**config.mk**
```make
export PLATFORM = sky130hd
export DESIGN_NAME = ddmtd_phase_meter
export DESIGN_NICKNAME = d
export VERILOG_FILES = /design/src/rtl/ddmtd_pkg.sv /design/src/rtl/ddmtd_beat_cond.sv /design/src/rtl/ddmtd_edge_pair.sv /design/src/rtl/ddmtd_avg.sv /design/src/rtl/ddmtd_phase_meter.sv
export SDC_FILE = /design/constraint.sdc
export NUM_CORES = 1
export LEC_CHECK = 0
export BUFFER_PORTS_ARGS = -buffer_cell sky130_fd_sc_hd__buf_2
export CORE_ASPECT_RATIO = 2
export CORE_MARGIN = 2
export CORE_UTILIZATION = 27
export CTS_BUF_LIST = sky130_fd_sc_hd__clkbuf_8
export DETAILED_ROUTE_END_ITERATION = 10
export SLEW_MARGIN = 20
export SYNTH_ARGS = -nofsm -noshare
export SYNTH_HDL_FRONTEND = slang
export SYNTH_SLANG_ARGS = --single-unit
```
**constraint.sdc**
```tcl
create_clock -name clk_hlp -period 13.4 [get_ports clk_hlp]
set_input_delay 1.34 -clock clk_hlp [delete_from_list [all_inputs] [get_ports clk_hlp]]
set_output_delay 1.34 -clock clk_hlp [all_outputs]
set_load 0.02 [all_outputs]
```
**src/rtl/ddmtd_pkg.sv**
```systemverilog
package ddmtd_pkg;
   localparam int unsigned NUM_CH   = 2;
   localparam int unsigned SYNC_MIN = 2;

   typedef enum logic {
      CH_REF = 1'b0,
      CH_LNK = 1'b1
   } ddmtd_ch_e;
endpackage

```
**src/rtl/ddmtd_beat_cond.sv**
```systemverilog
module ddmtd_beat_cond #(
   parameter int unsigned SYNC_STAGES = 3,
   parameter int unsigned GLT_W       = 4
) (
   input  logic             clk,
   input  logic             rst_n,
   input  logic             beat_in,
   input  logic [GLT_W-1:0] cfg_run_len,
   output logic             rise_o
);
   logic [SYNC_STAGES-1:0] chain_q;
   logic                   samp;
   logic                   level_q;
   logic [GLT_W-1:0]       run_q;
   logic [GLT_W-1:0]       run_eff;
   logic                   run_done;

   generate
      if (SYNC_STAGES == 1) begin : g_one
         always_ff @(posedge clk or negedge rst_n) begin
            if (!rst_n) chain_q <= '0;
            else        chain_q <= beat_in;
         end
      end else begin : g_chain
         always_ff @(posedge clk or negedge rst_n) begin
            if (!rst_n) chain_q <= '0;
            else        chain_q <= {chain_q[SYNC_STAGES-2:0], beat_in};
         end
      end
   endgenerate

   assign samp     = chain_q[SYNC_STAGES-1];
   assign run_eff  = (cfg_run_len == '0) ? GLT_W'(1) : cfg_run_len;
   assign run_done = ({1'b0, run_q} + 1'b1) >= {1'b0, run_eff};

   always_ff @(posedge clk or negedge rst_n) begin
      if (!rst_n) begin
         level_q <= 1'b0;
         run_q   <= '0;
         rise_o  <= 1'b0;
      end else begin
         rise_o <= 1'b0;
         if (samp == level_q) begin
            run_q <= '0;
         end else if (run_done) begin
            level_q <= samp;
            run_q   <= '0;
            rise_o  <= samp;
         end else begin
            run_q <= run_q + 1'b1;
         end
      end
   end
endmodule

```
**src/rtl/ddmtd_edge_pair.sv**
```systemverilog
module ddmtd_edge_pair #(
   parameter int unsigned TS_W = 16
) (
   input  logic                   clk,
   input  logic                   rst_n,
   input  logic                   rise_ref,
   input  logic                   rise_lnk,
   input  logic [TS_W-1:0]        beat_len,
   output logic signed [TS_W-1:0] meas_word,
   output logic                   meas_vld
);
   logic [TS_W-1:0] ts_q;
   logic [TS_W-1:0] ts_ref_q;
   logic            armed_q;
   logic [TS_W-1:0] ts_ref_eff;
   logic [TS_W-1:0] sep;
   logic [TS_W-1:0] half_up;
   logic            pair_ok;
   logic [TS_W-1:0] folded;

   assign ts_ref_eff = rise_ref ? ts_q : ts_ref_q;
   assign sep        = ts_q - ts_ref_eff;
   assign half_up    = beat_len - (beat_len >> 1);
   assign pair_ok    = rise_lnk && (armed_q || rise_ref);
   assign folded     = (sep >= half_up) ? (sep - beat_len) : sep;

   always_ff @(posedge clk or negedge rst_n) begin
      if (!rst_n) begin
         ts_q      <= '0;
         ts_ref_q  <= '0;
         armed_q   <= 1'b0;
         meas_word <= '0;
         meas_vld  <= 1'b0;
      end else begin
         ts_q     <= ts_q + 1'b1;
         meas_vld <= pair_ok;
         if (rise_ref) ts_ref_q <= ts_q;
         if (pair_ok)       armed_q <= 1'b0;
         else if (rise_ref) armed_q <= 1'b1;
         if (pair_ok) meas_word <= $signed(folded);
      end
   end
endmodule

```
**src/rtl/ddmtd_avg.sv**
```systemverilog
module ddmtd_avg #(
   parameter int unsigned TS_W         = 16,
   parameter int unsigned AVG_MAX_LOG2 = 4,
   parameter int unsigned K_W          = 3
) (
   input  logic                   clk,
   input  logic                   rst_n,
   input  logic signed [TS_W-1:0] in_word,
   input  logic                   in_vld,
   input  logic [K_W-1:0]         cfg_k,
   output logic signed [TS_W-1:0] out_word,
   output logic                   out_vld
);
   generate
      if (AVG_MAX_LOG2 == 0) begin : g_direct
         always_ff @(posedge clk or negedge rst_n) begin
            if (!rst_n) begin
               out_word <= '0;
               out_vld  <= 1'b0;
            end else begin
               out_vld <= in_vld;
               if (in_vld) out_word <= in_word;
            end
         end
      end else begin : g_accum
         localparam int unsigned ACC_W = TS_W + AVG_MAX_LOG2;
         localparam int unsigned CNT_W = AVG_MAX_LOG2 + 1;

         logic [K_W-1:0]          k_eff;
         logic [CNT_W-1:0]        cnt_q;
         logic [CNT_W-1:0]        cnt_nxt;
         logic [CNT_W-1:0]        group_len;
         logic signed [ACC_W-1:0] acc_q;
         logic signed [ACC_W-1:0] acc_sum;
         logic signed [ACC_W-1:0] acc_mean;
         logic                    group_end;

         assign k_eff     = (cfg_k > K_W'(AVG_MAX_LOG2)) ? K_W'(AVG_MAX_LOG2) : cfg_k;
         assign cnt_nxt   = cnt_q + 1'b1;
         assign group_len = CNT_W'(1) << k_eff;
         assign group_end = (cnt_nxt == group_len);
         assign acc_sum   = acc_q + ACC_W'(in_word);
         assign acc_mean  = acc_sum >>> k_eff;

         always_ff @(posedge clk or negedge rst_n) begin
            if (!rst_n) begin
               cnt_q    <= '0;
               acc_q    <= '0;
               out_word <= '0;
               out_vld  <= 1'b0;
            end else begin
               out_vld <= 1'b0;
               if (in_vld) begin
                  if (group_end) begin
                     cnt_q    <= '0;
                     acc_q    <= '0;
                     out_vld  <= 1'b1;
                     out_word <= acc_mean[TS_W-1:0];
                  end else begin
                     cnt_q <= cnt_nxt;
                     acc_q <= acc_sum;
                  end
               end
            end
         end
      end
   endgenerate
endmodule

```
**src/rtl/ddmtd_phase_meter.sv**
```systemverilog
module ddmtd_phase_meter #(
   parameter int unsigned TS_W         = 16,
   parameter int unsigned GLT_W        = 4,
   parameter int unsigned SYNC_STAGES  = 3,
   parameter int unsigned AVG_MAX_LOG2 = 4,
   parameter int unsigned K_W          = 3
) (
   input  logic                   clk_hlp,
   input  logic                   rst_n,
   input  logic                   clk_ref_in,
   input  logic                   clk_lnk_in,
   input  logic [TS_W-1:0]        cfg_beat_len,
   input  logic [GLT_W-1:0]       cfg_glitch_len,
   input  logic [K_W-1:0]         cfg_avg_log2,
   output logic signed [TS_W-1:0] phase_word,
   output logic                   phase_vld
);
   import ddmtd_pkg::*;

   localparam int unsigned K_NEED = (AVG_MAX_LOG2 == 0) ? 1 : $clog2(AVG_MAX_LOG2 + 1);

   generate
      if (TS_W < 4)                 begin : g_bad_ts   $error("TS_W must be at least 4");              end
      if (SYNC_STAGES < SYNC_MIN)   begin : g_bad_sync $error("SYNC_STAGES below synchronizer minimum"); end
      if (GLT_W < 1)                begin : g_bad_glt  $error("GLT_W must be at least 1");              end
      if (K_W < K_NEED)             begin : g_bad_k    $error("K_W too narrow for AVG_MAX_LOG2");       end
   endgenerate

   logic [NUM_CH-1:0]      beat_raw;
   logic [NUM_CH-1:0]      beat_rise;
   logic signed [TS_W-1:0] meas_word;
   logic                   meas_vld;

   assign beat_raw[CH_REF] = clk_ref_in;
   assign beat_raw[CH_LNK] = clk_lnk_in;

   for (genvar c = 0; c < NUM_CH; c++) begin : g_ch
      ddmtd_beat_cond #(
         .SYNC_STAGES (SYNC_STAGES),
         .GLT_W       (GLT_W)
      ) u_cond (
         .clk         (clk_hlp),
         .rst_n       (rst_n),
         .beat_in     (beat_raw[c]),
         .cfg_run_len (cfg_glitch_len),
         .rise_o      (beat_rise[c])
      );
   end

   ddmtd_edge_pair #(
      .TS_W (TS_W)
   ) u_pair (
      .clk       (clk_hlp),
      .rst_n     (rst_n),
      .rise_ref  (beat_rise[CH_REF]),
      .rise_lnk  (beat_rise[CH_LNK]),
      .beat_len  (cfg_beat_len),
      .meas_word (meas_word),
      .meas_vld  (meas_vld)
   );

   ddmtd_avg #(
      .TS_W         (TS_W),
      .AVG_MAX_LOG2 (AVG_MAX_LOG2),
      .K_W          (K_W)
   ) u_avg (
      .clk      (clk_hlp),
      .rst_n    (rst_n),
      .in_word  (meas_word),
      .in_vld   (meas_vld),
      .cfg_k    (cfg_avg_log2),
      .out_word (phase_word),
      .out_vld  (phase_vld)
   );
endmodule

```
==> impl_results.md, run 1 <==
- GRT Resource Usage Total: 0.131
- Worst Hold Class: flip-flop to flip-flop
- Worst path slowest cell: o21a_1
- Max-cap violation count: 0
- PwrDens: roughly 240 nW/µm²
- Tcrit/Tclk final: 0.428
- Htree depth: 3
- Largest net degree at the start of global routing: 69
- Synth Instances: roughly 970
- Critical Path Sink Type: flip-flop
- GR Overflow Total: 0
- Share of cells above drive strength 1: 0.0905
- Final setup fails: 0
- First-pass DRT Iterations: 8
- Top cell type's share of synthesized area: 0.320
- Mapped cell area: about 8600 µm²
- Top-count cell post-synth: dfrtp_1
- Final wirelength: ~21000 µm
- Final hold slack: between 0.3 and 0.4 ns
- Final Critical Period: between 5 and 6 ns
- # port buffers: 43
- Asr flop ratio synth: 1.00
- First-pass GRT wire length: between 30000 and 40000 µm
- Placement Cell Area: around 9300 µm²
- CP required: ~14 ns
- Worst-path cell chain: buf_2 > inv_1 > ha_1 > nor2b_1 > o21ai_0 > a21oi_1 > o21ai_0 > a211oi_1 > o311ai_0 > nand2b_1 > a21oi_1 > xor2_1 > ha_1 > nand3_1 > o21ai_0 > o22a_1 > o21a_1 > or4b_1 > a21oi_1 > nand3b_1
- Die Area: 33300 µm²
- Starting Density: 0.273
- Area leader, netlist: dfrtp_1
- Critical path's top delay family: compound AO/OA/AOI/OAI gates
- Main synth FF type: dfrtp_1
- Post-CTS Setup Bufs: 0
- Main area contributors after synthesis: dfrtp_1, ha_1, xnor2_1
- Peak fanout along the critical path: 17
- Achievable Freq: between 0.15 and 0.2 GHz
- Num rows: between 90 and 100
- Routability cong.: between 0.7 and 0.8
- Max rail drop VDD: about 0.081 mV
- RSZ-0062 raised after global routing: false
- Fin. max-slew vios: 0
- Resized Gates After CTS: 0
- Register area share after synthesis: 0.320
- FF+latch count, synth: 110
- DR iter-0 viols: ~290
- Vias per cell: between 4 and 5
- Vias in the first global route: between 7000 and 8000
- Static Leak: around 4.6 nW
- WP data arrival: 6.08 ns
- Crit start category: primary input
- Syn nets: approximately 1100
- Worst Max-Slew Pin Slew: approximately 0.97 ns
- Root buffer cell: clkbuf_8
- Outcome: completed
- DRT antenna net count: 0
- Clock Latency Late Sink: roughly 0.41 ns
- Slowest stage delay, CP: around 0.66 ns
- CTS tree: done
- Yosys warning count: 0
- Mean Syn Cell Area: 8.87 µm²
- Top cells by count, synth: dfrtp_1, ha_1, inv_1
- Final setup TNS: 0 ns
- Final Cell Area: about 9500 µm²
- CP Buf/Inv Count: 2
- Worst-path clk slew: about 0.12 ns
- Final #Nets: ~1100
- Die width: between 100 and 150 µm
- Area Overhead vs Synth: 10.6%
- Post-DP HPWL: between 15000 and 20000 µm
- WL per Instance: 14.8 µm
- Synth cell types: 76
- Antenna violations before repair: 1
- TritonCTS buffer count: 9
- Post-synth EDFFs: 0
- Clk buf depth: 2
- Clk_skew: approximately 0.012 ns
- Hold Fails Final Rpt: 0
- CP Class: primary input to flip-flop
- TritonCTS Sinks: 110
- # hold bufs at CTS: 0
- DRC viols: 0
- Core Area: 31400 µm²
- Slew headroom: 0.337
- Die height: roughly 260 µm
- I/O pins: 44
- Via Count: 7026
- Fillcell total: approximately 3300
registers in the layout, indices dropped and copies added (netlist names), 2 cells and up:
signal	cells
g_ch.u_cond.level_q	2
u_pair.ts_ref_q	16
g_ch.u_cond.rise_o	2
g_ch.u_cond.chain_q	6
u_pair.ts_q	16
g_ch.u_cond.run_q	8
u_pair.meas_word	16
u_avg.g_accum.acc_q	20
u_avg.g_accum.cnt_q	5
u_avg.out_word	16
layer usage:
layer  global-route usage  share of wire  up-vias
li1                     -              -     3516
met1                0.119           0.36     3352
met2                0.260           0.57      112
met3               0.0238          0.029       46
met4               0.0687          0.043        0
met5                    0              0        -
where the power goes:
part	internal (W)	leakage, nW	switching (W)
Combinational	0.000659	3.09	0.000883
Clock	0.000108	0.115	0.000128
Sequential	0.000413	1.40	0.0000596
worst paths after layout:
kind                                                startpoint                                  end  slack (ns)  cells past startpoint
setup / recovery                               cfg_beat_len[2]     u_pair.meas_word[15]$_DFFE_PN0P_        7.67                     20
hold / removal             g_ch[1].u_cond.chain_q[1]$_DFF_PN0_  g_ch[1].u_cond.chain_q[2]$_DFF_PN0_        0.36                      0
setup reg to reg               g_ch[0].u_cond.rise_o$_DFF_PN0_     u_pair.meas_word[12]$_DFFE_PN0P_        7.79                     22
max in group asynchronous                                rst_n  u_avg.g_accum.acc_q[19]$_DFFE_PN0P_       11.21                      2
hold reg to reg            g_ch[1].u_cond.chain_q[1]$_DFF_PN0_  g_ch[1].u_cond.chain_q[2]$_DFF_PN0_        0.36                      0
min in group asynchronous                                rst_n  g_ch[0].u_cond.chain_q[2]$_DFF_PN0_        0.90                      1
cells by family after synthesis:
group	Yosys count	share of synthesized area
xor+xnor	79	0.0821
mux	42	0.0530
simple gates	267	0.151
fa+ha+maj	96	0.143
flops	110	0.320
compound gates	268	0.203
buf+inv	107	0.0475
area by class of cell:
type / count / area, µm² / area share
diodes: 1 / 2.50 / 0.000263
multi-input cells: 752 / 5430 / 0.572
flip-flops and latches: 110 / 2750 / 0.290
clock buffers: 9 / 124 / 0.0130
inverters: 79 / 297 / 0.0312
repair buffers: 48 / 255 / 0.0269
well taps: 423 / 529 / 0.0557
clock inverters: 7 / 104 / 0.0109
layout by cell type, fill, tap and decap left out, types with 12 or more instances in the layout:
cell type  count
inv_1         76
o21a_1        15
dfrtp_1      110
nor2_1        67
mux2i_1       32
buf_2         42
nand3_1       31
nand2b_1      12
xor2_1        31
ha_1          92
and3_1        18
nor3_1        14
xnor2_1       47
o21ai_0       64
nand2_1       75
a21o_1        21
a21oi_1       73
per-stage QoR:
stage | total power, W | cells | util | setup WS [ns]
6_report | 0.00225 | 1429 | 0.302 | 7.67
5_1_grt | 0.00246 | 1429 | 0.302 | 7.23
4_1_cts | 0.00227 | 1428 | 0.302 | 7.65
3_5_place_dp | 0.00202 | 1412 | 0.295 | 7.23
3_3_place_gp | 0.00199 | 1412 | 0.295 | 7.28
2_1_floorplan | 0.00167 | 969 | - | 8.24
Power figures use the tool's default switching activity.
==> inputs of run 2 (changes only) <==
clock period = 5.5 ns   (was 13.4 ns; I/O delays follow)
==> run 2 against run 1 <==
Clock-buffer cell count unchanged. Sequential cell count unchanged. Die area unchanged. Hold slack worse by 0.21 ns. Critical path type is now flip-flop to flip-flop. Critical endpoint is now u_pair.meas_word[12]$_DFFE_PN0P_. Sequential power up 140%. Via count up 0.44%. Critical path depth up 1. Cell count about the same.
==> impl_results.md, run 2 (synthesis results as in run 1) <==
- CP required: 5.81 ns (was 13.75 ns)
- DRC viols: 0 (unchanged)
- GRT Resource Usage Total: 0.132 (was 0.131)
- Post-place setup slack: 0.152 ns (was 7.23 ns)
- GR Overflow Total: 0 (unchanged)
- Hold Fails Final Rpt: 0 (unchanged)
- Via Count: 7057 (was 7026)
- PwrDens: 575 nW/µm² (was 237 nW/µm²)
- Routability cong.: 0.808 (was 0.798)
- Starting Density: 0.273 (unchanged)
- Final setup fails: 0 (unchanged)
- Largest net degree at the start of global routing: 59 (was 69)
- Vias in the first global route: 7408 (was 7264)
- Worst Max-Slew Pin Slew: 0.758 ns (was 0.969 ns)
- Final Critical Period: 5.09 ns
- Critical Path Sink Type: flip-flop (unchanged)
- Core Area: 31400 µm² (unchanged)
- First-pass DRT Iterations: 4 (was 8)
- Worst-path clk slew: 0.12 ns (about the same)
- Tcrit/Tclk final: 0.925
- First-pass GRT wire length: 34900 µm (was 34600 µm)
- Achievable Freq: between 0.15 and 0.2 GHz
- Fin util: 0.302 (about the same)
- FF/Latch Area: 2750 µm² (unchanged)
- Int Pwr: 0.00284 W (was 0.00118 W)
- CTS tree: done (unchanged)
- Post-DP HPWL: 17100 µm (was 17000 µm)
- Max rail drop VDD: 0.178 mV (was 0.0812 mV)
- CP Class: flip-flop to flip-flop (was primary input to flip-flop)
- Area of the multi-input gates: 5440 µm² (was 5430 µm²)
- Htree depth: 3 (unchanged)
- Crit start category: flip-flop (was primary input)
- Root buffer cell: clkbuf_8 (unchanged)
- Post-CTS Setup Bufs: 0 (unchanged)
- Clock share of power: 0.096 (was 0.105)
- Share of cells above drive strength 1: 0.0934 (was 0.0905)
- Num rows: 92 (unchanged)
- # port buffers: 43 (unchanged)
- CP Buf/Inv Count: 1 (was 2)
- RSZ-0062 raised after global routing: false (unchanged)
- Static Leak: 4.59 nW (was 4.60 nW)
- CP most frequent cell: o21ai_0
- Clk buf depth: 2 (unchanged)
- Sw Ratio: 0.480 (was 0.476)
- Final setup TNS: 0 ns (unchanged)
- Fin. max-slew vios: 0 (unchanged)
- TritonCTS buffer count: 9 (unchanged)
- DRT antenna net count: 0 (unchanged)
- Area Overhead vs Synth: 10.4% (was 10.6%)
- Max-cap violation count: 0 (unchanged)
- WP data arrival: 5.40 ns (was 6.08 ns)
- Worst setup margin: 0.413 ns (was 7.67 ns)
- Final wirelength: 21100 µm (was 21200 µm)
- Die width: 130 µm (unchanged)
- Fillcell total: 3309 (was 3301)
- WL per Instance: 14.7 µm (was 14.8 µm)
- Commonest cells after routing, fill and taps aside: dfrtp_1, ha_1, inv_1, nand2_1, a21oi_1 (unchanged)
- Most common cell after layout, fill and taps aside: dfrtp_1 (unchanged)
- Slowest stage delay, CP: 0.47 ns (was 0.66 ns)
- Worst path slowest cell: dfrtp_1 (was o21a_1)
- Slew headroom: 0.491 (was 0.337)
- Max FFs per register: 20 (unchanged)
- Worst-path cell chain: mux2_2 > ha_1 > inv_1 > fa_1 > a21o_1 > a21oi_2 > o21ai_0 > a21oi_1 > o21ai_0 > a21oi_1 > o21bai_1 > xnor2_1 > ha_1 > a21o_1 > a2111oi_0 > o21ai_0 > o22a_1 > o21a_2 > nand2_1 > a2bb2oi_1 > a21bo_2 (was buf_2 > inv_1 > ha_1 > nor2b_1 > o21ai_0 > a21oi_1 > o21ai_0 > a211oi_1 > o311ai_0 > nand2b_1 > a21oi_1 > xor2_1 > ha_1 > nand3_1 > o21ai_0 > o22a_1 > o21a_1 > or4b_1 > a21oi_1 > nand3b_1)
- TritonCTS Sinks: 110 (unchanged)
- Combinational power share: 0.692 (was 0.685)
- Register share of total power: 0.212 (was 0.210)
- Critical path's top delay family: compound AO/OA/AOI/OAI gates (unchanged)
- Net Sw Power: 0.00262 W (was 0.00107 W)
- Die height: 256 µm (unchanged)
- Vias per cell: 4.93 (was 4.92)
- Final #Nets: 1124 (was 1123)
- Clock Latency Late Sink: 0.41 ns (about the same)
- Most flops, register: u_avg.g_accum.acc_q (unchanged)
- Outcome: completed (unchanged)
- Peak fanout along the critical path: 17 (unchanged)
- DR iter-0 viols: 272 (was 287)
- Antenna violations before repair: 1 (unchanged)
- Die Area: 33300 µm² (unchanged)
- Worst Hold Class: primary input to async pin (was flip-flop to flip-flop)
- Clk_skew: 0.00907 ns (was 0.0119 ns)
- I/O pins: 44 (unchanged)
run 2: changes by cell type in the layout (fill, tap and decap cells not counted):
cell / previous run / this run
a21oi_1: 73 / 72
a21oi_2: 0 / 1
buf_6: 0 / 1
bufinv_16: 2 / 1
clkinv_2: 0 / 1
clkinv_4: 2 / 0
clkinvlp_4: 0 / 1
inv_6: 3 / 4
o21a_1: 15 / 14
o21a_2: 0 / 1
run 2: power groups by stage:
stage          clock network, W  registers (W)  logic [W]
2_1_floorplan                 0        0.00113    0.00293
3_3_place_gp                  0        0.00117    0.00370
3_5_place_dp                  0        0.00117    0.00375
4_1_cts                0.000552        0.00116    0.00377
5_1_grt                0.000578        0.00118    0.00423
6_report               0.000524        0.00115    0.00377
run 2: final cells by class:
type,instances,area share
Clock inverter,7,0.00818
Inverter,79,0.0313
Tap cell,423,0.0558
Clock buffer,9,0.0131
Sequential cell,110,0.290
Timing Repair Buffer,49,0.0281
Multi-Input combinational cell,752,0.573
Antenna cell,1,0.000264
run 2: worst paths after layout:
path	slack, ns	start	to	depth (start not counted)
max in group asynchronous	4.08	rst_n	u_avg.g_accum.cnt_q[4]$_DFFE_PN0P_	2
worst min register to register	0.36	g_ch[0].u_cond.chain_q[0]$_DFF_PN0_	g_ch[0].u_cond.chain_q[1]$_DFF_PN0_	0
worst min-delay path	0.16	rst_n	g_ch[0].u_cond.chain_q[0]$_DFF_PN0_	1
worst max register to register	0.41	g_ch[0].u_cond.rise_o$_DFF_PN0_	u_pair.meas_word[12]$_DFFE_PN0P_	21
min in group clk_hlp	0.23	clk_ref_in	g_ch[0].u_cond.chain_q[0]$_DFF_PN0_	1
worst max-delay path	0.41	g_ch[0].u_cond.rise_o$_DFF_PN0_	u_pair.meas_word[12]$_DFFE_PN0P_	21
run 2: repair_timing:
item	CTS	global route
resized for setup	0	3
hold buffers	0	0
setup endpoints to repair	0	9
run 2: per-stage QoR:
stage,std cells,hold slack (ns),power [W],instance area (µm²)
final,1430,0.157,0.00545,9490
after detailed placement,1413,0.335,0.00492,9280
after global placement,1413,0.333,0.00487,9280
after global routing,1430,0.202,0.00599,9490
after floorplan,969,0.254,0.00406,8590
after CTS,1429,0.156,0.00548,9480
run 2: routing by layer:
| metal | wire [µm] | GRT usage | vias up | share of wire |
|---|---|---|---|---|
| met5 | 0 | 0 | - | 0 |
| met4 | 971 | 0.0690 | 0 | 0.046 |
| met3 | 573 | 0.0230 | 43 | 0.027 |
| met2 | 12000 | 0.262 | 102 | 0.57 |
| met1 | 7520 | 0.122 | 3401 | 0.36 |
| li1 | - | - | 3511 | - |
==> inputs of run 3 (changes only) <==
ABC_AREA = 1   (was unset)
==> run 3 against run 2 <==
Via count grew 8.9%. Hold slack improved by 0.015 ns. Cell area about the same. Die area is 0.54% higher. Synthesized cell count up 21%. Global-route usage rose by 0.82 points. Register-to-register slack improved by 0.37 ns. Worst setup slack improved by 0.37 ns. Combinational power up 5%. Cell count increased by 14%. Critical path type unchanged. Largest cell class unchanged.
==> impl_results.md, run 3 <==
- Outcome: completed (unchanged)
- Top cell type's share of synthesized area: 0.319 (was 0.320)
- DRT antenna net count: 0 (unchanged)
- Core Area: 31500 µm² (was 31400 µm²)
- CP Class: flip-flop to flip-flop (unchanged)
- Placed cells: 1618 (was 1413)
- Vias in the first global route: 7788 (was 7408)
- Post-synth EDFFs: 0 (unchanged)
- DR iter-0 viols: 406 (was 272)
- First-pass GRT wire length: 36800 µm (was 34900 µm)
- Max-cap violation count: 0 (unchanged)
- Worst Max-Slew Pin Slew: 0.866 ns (was 0.758 ns)
- Routability cong.: 0.937 (was 0.808)
- CP Buf/Inv Count: 5 (was 1)
- GRT Max-Usage Layer: met2 (unchanged)
- Post-DP HPWL: 18800 µm (was 17100 µm)
- Post-CTS Setup Bufs: 0 (unchanged)
- FF+latch count, synth: 110 (unchanged)
- Crit start category: flip-flop (unchanged)
- Max rail drop VDD: 0.183 mV (was 0.178 mV)
- RSZ-0062 raised after global routing: false (unchanged)
- # hold bufs at CTS: 0 (unchanged)
- Clock Latency Late Sink: 0.42 ns (was 0.41 ns)
- Critical path's top delay family: compound AO/OA/AOI/OAI gates (unchanged)
- Num rows: 92 (unchanged)
- Static Leak: 5.02 nW (was 4.59 nW)
- DRC viols: 0 (unchanged)
- CP most frequent cell: inv_1 (was o21ai_0)
- Hold Fails Final Rpt: 0 (unchanged)
- Starting Density: 0.274 (was 0.273)
- Final #Nets: 1329 (was 1124)
- Largest net degree at the start of global routing: 60 (was 59)
- PwrDens: 593 nW/µm² (was 575 nW/µm²)
- Die width: 130 µm (about the same)
- Synth Instances: 1170 (was 969)
- Fillcell total: 3488 (was 3309)
- First-pass DRT Iterations: 5 (was 4)
- Asr flop ratio synth: 1.00 (unchanged)
- Most common cell after layout, fill and taps aside: nand2_1 (was dfrtp_1)
- CTS tree: done (unchanged)
- Clk buf depth: 2 (unchanged)
- Antenna violations before repair: 2 (was 1)
- WL per Instance: 13.8 µm (was 14.7 µm)
- Resized Gates After CTS: 0 (unchanged)
- CP required: 5.78 ns (was 5.81 ns)
- Die height: 257 µm (was 256 µm)
- Met3 usage: 0.0245 (was 0.0230)
- Final setup fails: 0 (unchanged)
- Tcrit/Tclk final: 0.857 (was 0.925)
- TritonCTS Sinks: 110 (unchanged)
- Share of cells above drive strength 1: 0.0718 (was 0.0934)
- Commonest cells after routing, fill and taps aside: nand2_1, inv_1, dfrtp_1, nand3_1, ha_1 (was dfrtp_1, ha_1, inv_1, nand2_1, a21oi_1)
- Most flops, register: u_avg.g_accum.acc_q (unchanged)
- Mean Syn Cell Area: 7.38 µm² (was 8.87 µm²)
- Root buffer cell: clkbuf_8 (unchanged)
- Global routing usage on met2: 0.261 (was 0.262)
- Post-Layout Cell Count: 1636 (was 1430)
- Top cells by count, synth: nand2_1, inv_1, dfrtp_1 (was dfrtp_1, ha_1, inv_1)
- Main area contributors after synthesis: dfrtp_1, ha_1, nand2_1 (was dfrtp_1, ha_1, xnor2_1)
- Register area share after synthesis: 0.319 (was 0.320)
- GR Overflow Total: 0 (unchanged)
- Fin. max-slew vios: 0 (unchanged)
- I/O pins: 44 (unchanged)
- Slew headroom: 0.422 (was 0.491)
- Mapped cell area: 8640 µm² (was 8590 µm²)
- TritonCTS buffer count: 9 (unchanged)
- Critical Path Sink Type: flip-flop (unchanged)
- Htree depth: 3 (unchanged)
- Die Area: 33500 µm² (was 33300 µm²)
- # port buffers: 43 (unchanged)
- Synth cell types: 40 (was 76)
- WP data arrival: 5.00 ns (was 5.40 ns)
- Main synth FF type: dfrtp_1 (unchanged)
- Final Critical Period: 4.71 ns (was 5.09 ns)
- Final wirelength: 22600 µm (was 21100 µm)
- Max FFs per register: 20 (unchanged)
- Area leader, netlist: dfrtp_1 (unchanged)
- Top-count cell post-synth: nand2_1 (was dfrtp_1)
- Slowest stage delay, CP: 0.67 ns (was 0.47 ns)
- Clk_skew: 0.0219 ns (was 0.00907 ns)
- Via Count: 7687 (was 7057)
- GRT Resource Usage Total: 0.140 (was 0.132)
- Worst Hold Class: primary input to async pin (unchanged)
- Worst path slowest cell: dfrtp_1 (unchanged)
- Yosys warning count: 0 (unchanged)
- Met1 GRT Util: 0.125 (was 0.122)
- Worst-path clk slew: 0.11 ns (was 0.12 ns)
- Achievable Freq: 0.212 GHz (was 0.197 GHz)
- Worst-path cell chain: inv_1 > o21ai_0 > ha_1 > inv_1 > fa_1 > nand3_1 > nand2_1 > nand2_1 > o211ai_1 > a21oi_1 > o21ai_0 > xnor2_1 > inv_1 > ha_1 > nand4_1 > nor3_1 > nand3_1 > nand3_1 > buf_4 > inv_1 > o21ai_0 > o22ai_1 (was mux2_2 > ha_1 > inv_1 > fa_1 > a21o_1 > a21oi_2 > o21ai_0 > a21oi_1 > o21ai_0 > a21oi_1 > o21bai_1 > xnor2_1 > ha_1 > a21o_1 > a2111oi_0 > o21ai_0 > o22a_1 > o21a_2 > nand2_1 > a2bb2oi_1 > a21bo_2)
- Vias per cell: 4.70 (was 4.93)
- Peak fanout along the critical path: 20 (was 17)
- Area Overhead vs Synth: 9.92% (was 10.4%)
- Syn nets: 1293 (was 1092)
- Final setup TNS: 0 ns (unchanged)
==> run 3: area by class of cell <==
class | instances | area (µm²) | share of cell area
multi-input cells | 868 | 5150 | 0.542
flip-flops and latches | 110 | 2750 | 0.290
inverters | 171 | 642 | 0.0676
well taps | 423 | 529 | 0.0557
repair buffers | 46 | 240 | 0.0253
clock buffers | 9 | 124 | 0.0130
clock inverters | 7 | 51.3 | 0.00540
diodes | 2 | 5.00 | 0.000527
==> run 3: kinds of logic (layout without fill, tap and decap cells) <==
kind of cell / count (synthesis) / count (layout) / synth area share
compound gates: 221 / 221 / 0.142
xor+xnor: 67 / 67 / 0.0679
fa+ha+maj: 96 / 96 / 0.143
buf+inv: 192 / 233 / 0.0863
flops: 110 / 110 / 0.319
other cells: 0 / 2 / 0
simple gates: 484 / 484 / 0.242
==> run 3: worst paths after layout <==
kind / startpoint / to / slack [ns] / cells past startpoint
min in group clk_hlp: clk_lnk_in / g_ch[1].u_cond.chain_q[0]$_DFF_PN0_ / 0.24 / 1
max reg2reg: g_ch[0].u_cond.rise_o$_DFF_PN0_ / u_pair.meas_word[1]$_DFFE_PN0P_ / 0.79 / 22
max in group asynchronous: rst_n / g_ch[0].u_cond.rise_o$_DFF_PN0_ / 4.10 / 2
min reg2reg: g_ch[0].u_cond.chain_q[0]$_DFF_PN0_ / g_ch[0].u_cond.chain_q[1]$_DFF_PN0_ / 0.36 / 0
min: rst_n / u_avg.g_accum.cnt_q[3]$_DFFE_PN0P_ / 0.17 / 1
max: g_ch[0].u_cond.rise_o$_DFF_PN0_ / u_pair.meas_word[1]$_DFFE_PN0P_ / 0.79 / 22
==> run 3: routing by layer <==
layer	up-vias	part of all wire	wire, µm
li1	3937	-	-
met1	3517	0.35	7960
met2	156	0.52	11800
met3	73	0.031	712
met4	4	0.092	2080
met5	-	0.00097	22
==> run 3: through the flow <==
stage / total power [W] / area [µm²] / util / setup WS [ns] / hold WS [ns]
after floorplan: 0.00415 / 8640 / - / 1.58 / 0.254
after global placement: 0.00510 / 9310 / 0.295 / 0.972 / 0.333
after detailed placement: 0.00515 / 9310 / 0.295 / 0.802 / 0.335
after CTS: 0.00566 / 9480 / 0.301 / 0.790 / 0.183
after global routing: 0.00629 / 9490 / 0.301 / 0.278 / 0.207
final: 0.00563 / 9500 / 0.301 / 0.785 / 0.172
==> run 3: where the power goes <==
group	total (W)	internal (W)	leakage (nW)	switching, W
registers	0.00123	0.00107	1.37	0.000163
logic	0.00394	0.00138	3.57	0.00255
clock network	0.000463	0.000165	0.0793	0.000298
